==> config.mk <==
export PLATFORM = sky130hd
export DESIGN_NAME = brk_stage_seq
export DESIGN_NICKNAME = d
export VERILOG_FILES = /design/src/rtl/brk_seq_pkg.sv /design/src/rtl/brk_param_regs.sv /design/src/rtl/brk_stage_trk.sv /design/src/rtl/brk_stage_seq.sv
export SDC_FILE = /design/constraint.sdc
export NUM_CORES = 2
export LEC_CHECK = 0
export BUFFER_PORTS_ARGS = -buffer_cell sky130_fd_sc_hd__buf_2
export CAP_MARGIN = 0
export CORE_AREA = 4 4 364 366
export DETAILED_ROUTE_END_ITERATION = 6
export DIE_AREA = 0 0 368 370
export GPL_TIMING_DRIVEN = 0
export PLACE_DENSITY_LB_ADDON = 0.12
export SLEW_MARGIN = 25
export SYNTH_ARGS = -nofsm -noshare
export SYNTH_HDL_FRONTEND = slang
export SYNTH_SLANG_ARGS = --single-unit
export TNS_END_PERCENT = 30
==> constraint.sdc <==
create_clock -name clk -period 14.64 [get_ports clk]
set_input_delay 2.928 -clock clk [delete_from_list [all_inputs] [get_ports clk]]
set_output_delay 2.928 -clock clk [all_outputs]
set_load 0.05 [all_outputs]
==> src/rtl/brk_seq_pkg.sv <==
// Shared constants and types for the brick stage sequencer.
// Assumes a 32-bit host register file with ten words.
package brk_seq_pkg;
    localparam int DATA_W    = 32;
    localparam int ADDR_W    = 4;
    localparam int NREG      = 10;
    localparam int LEAD_MAX  = 2;   // ping-pong depth of input sections and output caches
    localparam int START_BIT = 0;
    localparam int STOP_BIT  = 1;

    localparam logic [ADDR_W-1:0] REG_CTRL = 4'd0;

    typedef struct packed {
        logic [DATA_W-1:0] count;
        logic [DATA_W-1:0] in_base;
        logic [DATA_W-1:0] in_step;
        logic [DATA_W-1:0] in_size;
        logic [DATA_W-1:0] out_base;
        logic [DATA_W-1:0] out_step;
        logic [DATA_W-1:0] out_size;
        logic [DATA_W-1:0] angle;
        logic [DATA_W-1:0] tag;
    } cfg_t;
endpackage

==> src/rtl/brk_param_regs.sv <==
// Host register file. Word 0 holds the stop bit and decodes a start pulse;
// words 1..NREG-1 hold run parameters. Higher addresses are ignored.
module brk_param_regs
    import brk_seq_pkg::*;
(
    input  logic              clk,
    input  logic              rst_n,
    input  logic              we,
    input  logic [ADDR_W-1:0] addr,
    input  logic [DATA_W-1:0] wdata,
    output logic              start_pulse,
    output logic              stop_q,
    output cfg_t              cfg
);
    logic [DATA_W-1:0] bank [1:NREG-1];

    // Capture host writes; control word keeps only the stop bit.
    always_ff @(posedge clk) begin
        if (!rst_n) begin
            stop_q <= 1'b0;
            for (int i = 1; i < NREG; i++) bank[i] <= '0;
        end else if (we) begin
            if (addr == REG_CTRL) stop_q <= wdata[STOP_BIT];
            for (int i = 1; i < NREG; i++)
                if (addr == ADDR_W'(i)) bank[i] <= wdata;
        end
    end

    // Start is a write-time pulse, not a stored bit.
    always_comb start_pulse = we && (addr == REG_CTRL) && wdata[START_BIT];

    // Present the stored words as a typed bundle.
    always_comb begin
        cfg.count    = bank[1];
        cfg.in_base  = bank[2];
        cfg.in_step  = bank[3];
        cfg.in_size  = bank[4];
        cfg.out_base = bank[5];
        cfg.out_step = bank[6];
        cfg.out_size = bank[7];
        cfg.angle    = bank[8];
        cfg.tag      = bank[9];
    end
endmodule

==> src/rtl/brk_stage_trk.sv <==
// Tracks one stage: counts issued commands and completion pulses.
// Assumes the subsystem pulses done only while a command is outstanding.
module brk_stage_trk #(
    parameter int BW = 16
) (
    input  logic          clk,
    input  logic          rst_n,
    input  logic          clr,
    input  logic          issue,
    input  logic          done,
    output logic [BW-1:0] iss_cnt,
    output logic [BW-1:0] done_cnt,
    output logic          busy
);
    // Count issues and completions; clear at the start of a run.
    always_ff @(posedge clk) begin
        if (!rst_n || clr) begin
            iss_cnt  <= '0;
            done_cnt <= '0;
        end else begin
            if (issue) iss_cnt  <= iss_cnt + 1'b1;
            if (done)  done_cnt <= done_cnt + 1'b1;
        end
    end

    // Busy while a command is outstanding.
    always_comb busy = (iss_cnt != done_cnt);

    p_single_issue_r4: assert property (@(posedge clk) disable iff (!rst_n)
        issue |-> !busy);
    p_done_when_busy_r4: assert property (@(posedge clk) disable iff (!rst_n)
        (done && !clr) |-> busy);
endmodule

==> src/rtl/brk_stage_seq.sv <==
// Brick-level stage sequencer. Forms brick parameters, then issues fetch,
// compute and store commands with ping-pong hazards on input sections and
// output caches. Assumes the count and origin words stay fixed during a run.
module brk_stage_seq
    import brk_seq_pkg::*;
#(
    parameter int BW = 16
) (
    input  logic              clk,
    input  logic              rst_n,
    input  logic              reg_we,
    input  logic [ADDR_W-1:0] reg_addr,
    input  logic [DATA_W-1:0] reg_wdata,
    output logic              fetch_valid,
    input  logic              fetch_ready,
    output logic [DATA_W-1:0] fetch_origin,
    output logic [DATA_W-1:0] fetch_size,
    output logic              fetch_sect,
    input  logic              fetch_done,
    output logic              comp_valid,
    input  logic              comp_ready,
    output logic [BW-1:0]     comp_brick,
    output logic [DATA_W-1:0] comp_angle,
    output logic [DATA_W-1:0] comp_tag,
    output logic              comp_sect,
    output logic              comp_ocache,
    input  logic              comp_done,
    output logic              store_valid,
    input  logic              store_ready,
    output logic [DATA_W-1:0] store_origin,
    output logic [DATA_W-1:0] store_size,
    output logic              store_ocache,
    input  logic              store_done,
    output logic              run_busy,
    output logic              run_done,
    output logic [3:0]        stage_busy,
    output logic [BW-1:0]     bricks_stored
);
    localparam logic [BW-1:0] LEAD_LIM = BW'(LEAD_MAX);

    logic          start_pulse, stop_q;
    cfg_t          cfg;
    logic          run_q, done_q, mb_q;
    logic [BW-1:0] p_cnt;
    logic [BW-1:0] fi, fd, ci, cd, si, sd;
    logic          f_busy, c_busy, s_busy;
    logic          start_go, load, finish, f_fire, c_fire, s_fire;
    logic [BW-1:0] f_lead, c_lead;

    brk_param_regs u_regs (
        .clk(clk), .rst_n(rst_n), .we(reg_we), .addr(reg_addr), .wdata(reg_wdata),
        .start_pulse(start_pulse), .stop_q(stop_q), .cfg(cfg)
    );

    brk_stage_trk #(.BW(BW)) u_fetch_trk (
        .clk(clk), .rst_n(rst_n), .clr(start_go), .issue(f_fire), .done(fetch_done),
        .iss_cnt(fi), .done_cnt(fd), .busy(f_busy)
    );
    brk_stage_trk #(.BW(BW)) u_comp_trk (
        .clk(clk), .rst_n(rst_n), .clr(start_go), .issue(c_fire), .done(comp_done),
        .iss_cnt(ci), .done_cnt(cd), .busy(c_busy)
    );
    brk_stage_trk #(.BW(BW)) u_store_trk (
        .clk(clk), .rst_n(rst_n), .clr(start_go), .issue(s_fire), .done(store_done),
        .iss_cnt(si), .done_cnt(sd), .busy(s_busy)
    );

    // Hazard distances: bricks holding an input section / output cache.
    always_comb begin
        f_lead = fi - cd;
        c_lead = ci - sd;
    end

    // Issue rules for the three command channels.
    always_comb begin
        start_go    = start_pulse && !run_q;
        load        = run_q && !stop_q && !mb_q && (DATA_W'(p_cnt) != cfg.count);
        finish      = run_q && !mb_q && (sd == p_cnt) && (stop_q || DATA_W'(p_cnt) == cfg.count);
        fetch_valid = mb_q && !f_busy && (f_lead < LEAD_LIM);
        comp_valid  = (ci != fd) && !c_busy && (c_lead < LEAD_LIM);
        store_valid = (si != cd) && !s_busy;
        f_fire      = fetch_valid && fetch_ready;
        c_fire      = comp_valid && comp_ready;
        s_fire      = store_valid && store_ready;
    end

    // Command payloads derived from each stage's next brick index.
    always_comb begin
        fetch_origin = cfg.in_base + DATA_W'(fi) * cfg.in_step;
        fetch_size   = cfg.in_size;
        fetch_sect   = fi[0];
        comp_brick   = ci;
        comp_angle   = cfg.angle;
        comp_tag     = cfg.tag;
        comp_sect    = ci[0];
        comp_ocache  = ci[0];
        store_origin = cfg.out_base + DATA_W'(si) * cfg.out_step;
        store_size   = cfg.out_size;
        store_ocache = si[0];
    end

    // Run control, parameter mailbox and brick counter.
    always_ff @(posedge clk) begin
        if (!rst_n) begin
            run_q  <= 1'b0;
            done_q <= 1'b0;
            mb_q   <= 1'b0;
            p_cnt  <= '0;
        end else if (start_go) begin
            run_q  <= 1'b1;
            done_q <= 1'b0;
            mb_q   <= 1'b0;
            p_cnt  <= '0;
        end else begin
            if (finish) begin
                run_q  <= 1'b0;
                done_q <= 1'b1;
            end
            if (load) begin
                mb_q  <= 1'b1;
                p_cnt <= p_cnt + 1'b1;
            end else if (f_fire) begin
                mb_q <= 1'b0;
            end
        end
    end

    // Status outputs.
    always_comb begin
        run_busy      = run_q;
        run_done      = done_q;
        stage_busy    = {s_busy, c_busy, f_busy, mb_q};
        bricks_stored = sd;
    end

    p_sections_r5: assert property (@(posedge clk) disable iff (!rst_n)
        f_lead <= LEAD_LIM);
    p_ocache_r6: assert property (@(posedge clk) disable iff (!rst_n)
        c_lead <= LEAD_LIM);
    p_order_r3: assert property (@(posedge clk) disable iff (!rst_n)
        (ci <= fd) && (si <= cd));
    p_done_idle_r8: assert property (@(posedge clk) disable iff (!rst_n)
        done_q |-> (stage_busy == 4'b0000));
    p_stop_hold_r9: assert property (@(posedge clk) disable iff (!rst_n)
        (run_q && stop_q) |=> $stable(p_cnt));
    p_no_restart_r11: assert property (@(posedge clk) disable iff (!rst_n)
        run_q |=> (p_cnt >= $past(p_cnt)));
endmodule

==> metrics.txt <==
ratio of cells with drive above 1 in the final layout 0.106; detailed-route DRC error count 0; Routed WL per cell 21.3 um; Remaining Overflow, GRT 0; average size of a mapped cell 9.41 um2; slowest cell on the critical path sky130_fd_sc_hd__clkbuf_1; die outline width 368 um; buffering stage count on the worst path with inverters included 7; Clk Tree Root Cell sky130_fd_sc_hd__clkbuf_16; Reg clk slew, reported paths 0.06 ns; Most used DFF post-synth sky130_fd_sc_hd__edfxtp_1; Setup CP Type flip-flop to output pin; Tot Pwr 3.47 mW; setup bufs post-CTS 0; Antenna Violating Nets Remaining 0; initial cell density of the core 0.348; flops & latches, synth 404; most repeated cell in the gate-level netlist after synthesis sky130_fd_sc_hd__inv_1; clock sink count 404; Synth async-reset ratio 0; Yosys top cell by area sky130_fd_sc_hd__fa_1; number of warning messages in the yosys log 0; Least-Margin Pin Slew 1.04 ns; via-per-instance ratio 4.76; library cells used by synthesis 74; status completed; die height 370 um; worst setup path end store_origin[31]; CP Max Fanout 10; most frequent cell on the critical path sky130_fd_sc_hd__fa_1; utilization of the core after routing 0.392; number of global-route vias before repair 34.1k; post-route minimum period 12.37 ns; startpoint class of the critical path flip-flop; signal arrival time at the worst endpoint 9.44 ns; post-synthesis cell count 4773; row cnt 132; number of enable-type register cells in the synthesized netlist 288; headroom to the max-slew limit 0.304; number of max-slew violations in the final report 0; Hold WS 0.552 ns; startpoint of the worst setup timing path u_store_trk.iss_cnt[3]; detailed placement HPWL 119000 um; initial DRC count 2293; Setup-failing EPs final 0; Worst Reg-to-Reg Cells 13; part of the Yosys area used for sequential elements 0.244; leading post-synthesis cells by instance count 940 x sky130_fd_sc_hd__inv_1, 670 x sky130_fd_sc_hd__fa_1, 593 x sky130_fd_sc_hd__nand2_1, 590 x sky130_fd_sc_hd__and2_1, 288 x sky130_fd_sc_hd__edfxtp_1; I/O Buffers 277; power per cell area 68.5 nW/um2; later-pin clock latency in the skew report 0.66 ns; Reg-to-Reg Start u_fetch_trk.iss_cnt[0]; Leakage 22.9 nW; worst stage delay on the critical path 0.71 ns; required arrival time at the worst endpoint 11.71 ns; core region area 129000 um2; top achievable clock speed 80.9 MHz; Hold WC Path Type flip-flop to flip-flop; terminus of the critical flop-to-flop path u_fetch_trk.iss_cnt[9]; number of logic stages on the critical path including buffering 24; wire length of the first global-routing pass 222000 um; max-cap check violation count 0; post-cts gate resize count 0; global routing usage summed across all routing layers 0.218; filler cell count in the final layout 13.3k; initial antenna violation count 27; cell-by-cell trace of the critical path clkbuf_1 > clkbuf_1 > clkbuf_1 > nand2_1 > fa_1 > fa_1 > fa_1 > inv_1 > fa_1 > fa_1 > inv_1 > fa_1 > inv_1 > ha_1 > a21oi_1 > o21ai_0 > a2111oi_0 > a21oi_1 > o31ai_1 > a21oi_1 > a211o_1 > a21oi_1 > xnor2_1 > buf_2; endpoints failing hold 0; # IOs 282; First-pass DRT Iterations 5; top cells by area in the synthesized netlist sky130_fd_sc_hd__fa_1 30%, sky130_fd_sc_hd__edfxtp_1 19%, sky130_fd_sc_hd__and2_1 8.2%, sky130_fd_sc_hd__inv_1 7.9%, sky130_fd_sc_hd__dfxtp_1 5.2%; maximum root-to-sink buffer count 3; total negative setup slack 0 ns; final worst path period share 0.845; Peak VDD IR 0.0844 mV; final net count 6005; synthesized cell area 44900 um2; final wirelength 147000 um; endpoint type of the worst setup path output pin; delay-heaviest family, CP adder cells; hold buffer count at CTS 0; setup slack of the most critical reg-to-reg path 10.48 ns; final estimated routing congestion in global placement 0.874; Die Footprint 136000 um2; layout-stage area growth over the synthesis result 12.8%; vias post-DR 32.9k; cts bufs inserted 50; setup skew after layout 0.0516 ns; level count of the clock H-tree 2; largest net degree at the start of global routing 23; RSZ-0062 raised after global routing false; net count after synthesis 5659; TritonCTS clock tree built; fraction of synthesized cell area taken by the top area cell type 0.299
==> worst min path at each step <==
stage | start | endpoint | slack, ns | depth (start not counted)
after floorplan | u_regs.stop_q | u_regs.stop_q | 0.44 | 2
after global placement | u_regs.stop_q | u_regs.stop_q | 0.54 | 2
after detailed placement | u_regs.stop_q | u_regs.stop_q | 0.54 | 2
after CTS | u_regs.stop_q | u_regs.stop_q | 0.55 | 2
after global routing | u_regs.stop_q | u_regs.stop_q | 0.58 | 2
final | u_regs.stop_q | u_regs.stop_q | 0.55 | 2
==> stage by stage <==
stage | area, um2 | instances | setup WS, ns
final | 50600 | 6910 | 2.27
after global routing | 50600 | 6902 | 1.97
after floorplan | 44900 | 4773 | 4.98
after global placement | 48500 | 6792 | 3.01
after CTS | 50600 | 6901 | 2.22
after detailed placement | 48900 | 6808 | 2.94
==> routing by layer <==
metal,vias up,track usage,routed length (um)
li1,15059,-,-
met1,16695,0.308,67200
met2,984,0.346,66100
met3,145,0.0457,10900
met4,10,0.0446,3020
met5,-,0,68
==> where the power goes <==
part | internal [mW] | switching (mW)
Clock | 0.775 | 0.556
Sequential | 1.28 | 0.0433
Combinational | 0.234 | 0.584
Total | 2.28 | 1.18
==> worst register-to-register path, delay by kind of cell, from the launching register on <==
| kind | cells | cell delay (ns) |
|---|---|---|
| multiplexers | 2 | 0.49 |
| buffers and inverters | 2 | 0.43 |
| flip-flops | 1 | 0.36 |
| AND/OR/NAND/NOR | 3 | 1.15 |
| adder cells (fa/ha/maj) | 1 | 0.42 |
| AO/OA/AOI/OAI | 5 | 1.24 |
==> state kept, by name (all words and copies together) (netlist names) <==
name	count
mb_q	1
p_cnt	16
run_busy	1
run_done	1
u_comp_trk.done_cnt	16
u_comp_trk.iss_cnt	16
u_fetch_trk.done_cnt	16
u_fetch_trk.iss_cnt	16
u_regs.bank	288
u_regs.stop_q	1
u_store_trk.done_cnt	16
u_store_trk.iss_cnt	16
==> layout make-up <==
| type | count | area (um2) | share of cell area |
|---|---|---|---|
| multi-input combinational | 3061 | 28600 | 0.565 |
| buffer | 368 | 1900 | 0.0375 |
| tap | 1742 | 2180 | 0.0430 |
| timing repair buffer | 294 | 1700 | 0.0336 |
| clock inverter | 28 | 363 | 0.00716 |
| sequential | 404 | 11000 | 0.217 |
| inverter | 940 | 3530 | 0.0697 |
| clock buffer | 65 | 1370 | 0.0271 |
| antenna | 8 | 20.0 | 0.000395 |
==> cell usage in the layout, fill, tap and decap left out, types with 11 or more instances in the layout <==
| cell | netlist | routed |
|---|---|---|
| sky130_fd_sc_hd__and2_1 | 590 | 590 |
| sky130_fd_sc_hd__and3_1 | 27 | 27 |
| sky130_fd_sc_hd__nand2b_1 | 29 | 29 |
| sky130_fd_sc_hd__nand4_1 | 40 | 40 |
| sky130_fd_sc_hd__ha_1 | 171 | 171 |
| sky130_fd_sc_hd__clkbuf_1 | 211 | 220 |
| sky130_fd_sc_hd__a31oi_1 | 14 | 14 |
| sky130_fd_sc_hd__xnor2_1 | 173 | 173 |
| sky130_fd_sc_hd__buf_4 | 134 | 134 |
| sky130_fd_sc_hd__fa_1 | 670 | 670 |
| sky130_fd_sc_hd__a21oi_1 | 81 | 81 |
| sky130_fd_sc_hd__clkbuf_16 | 0 | 51 |
| sky130_fd_sc_hd__edfxtp_1 | 288 | 288 |
| sky130_fd_sc_hd__mux2i_1 | 31 | 31 |
| sky130_fd_sc_hd__nor4_1 | 31 | 31 |
| sky130_fd_sc_hd__inv_1 | 940 | 940 |
| sky130_fd_sc_hd__nand2_1 | 593 | 593 |
| sky130_fd_sc_hd__buf_1 | 16 | 16 |
| sky130_fd_sc_hd__o21a_1 | 16 | 16 |
| sky130_fd_sc_hd__a21o_1 | 22 | 22 |
| sky130_fd_sc_hd__a31o_2 | 11 | 11 |
| sky130_fd_sc_hd__nor2_1 | 149 | 149 |
| sky130_fd_sc_hd__or3_1 | 21 | 21 |
| sky130_fd_sc_hd__dfxtp_1 | 116 | 116 |
| sky130_fd_sc_hd__nor3_1 | 34 | 33 |
| sky130_fd_sc_hd__xor2_1 | 129 | 129 |
| sky130_fd_sc_hd__nand3_1 | 47 | 47 |
| sky130_fd_sc_hd__o21ai_0 | 58 | 51 |
| sky130_fd_sc_hd__buf_2 | 6 | 283 |
==> cell families after synthesis <==
| family | after synthesis | share of synthesized area |
|---|---|---|
| and+or+nand+nor | 1608 | 0.182 |
| buffers and inverters | 1308 | 0.121 |
| adders and majority gates | 841 | 0.346 |
| DFF | 404 | 0.244 |
| xor gates and xnor gates | 303 | 0.0593 |
| AOI/OAI and AO/OA | 276 | 0.0395 |
| muxes | 33 | 0.00741 |
No activity file was read; power rests on OpenSTA's default activity.
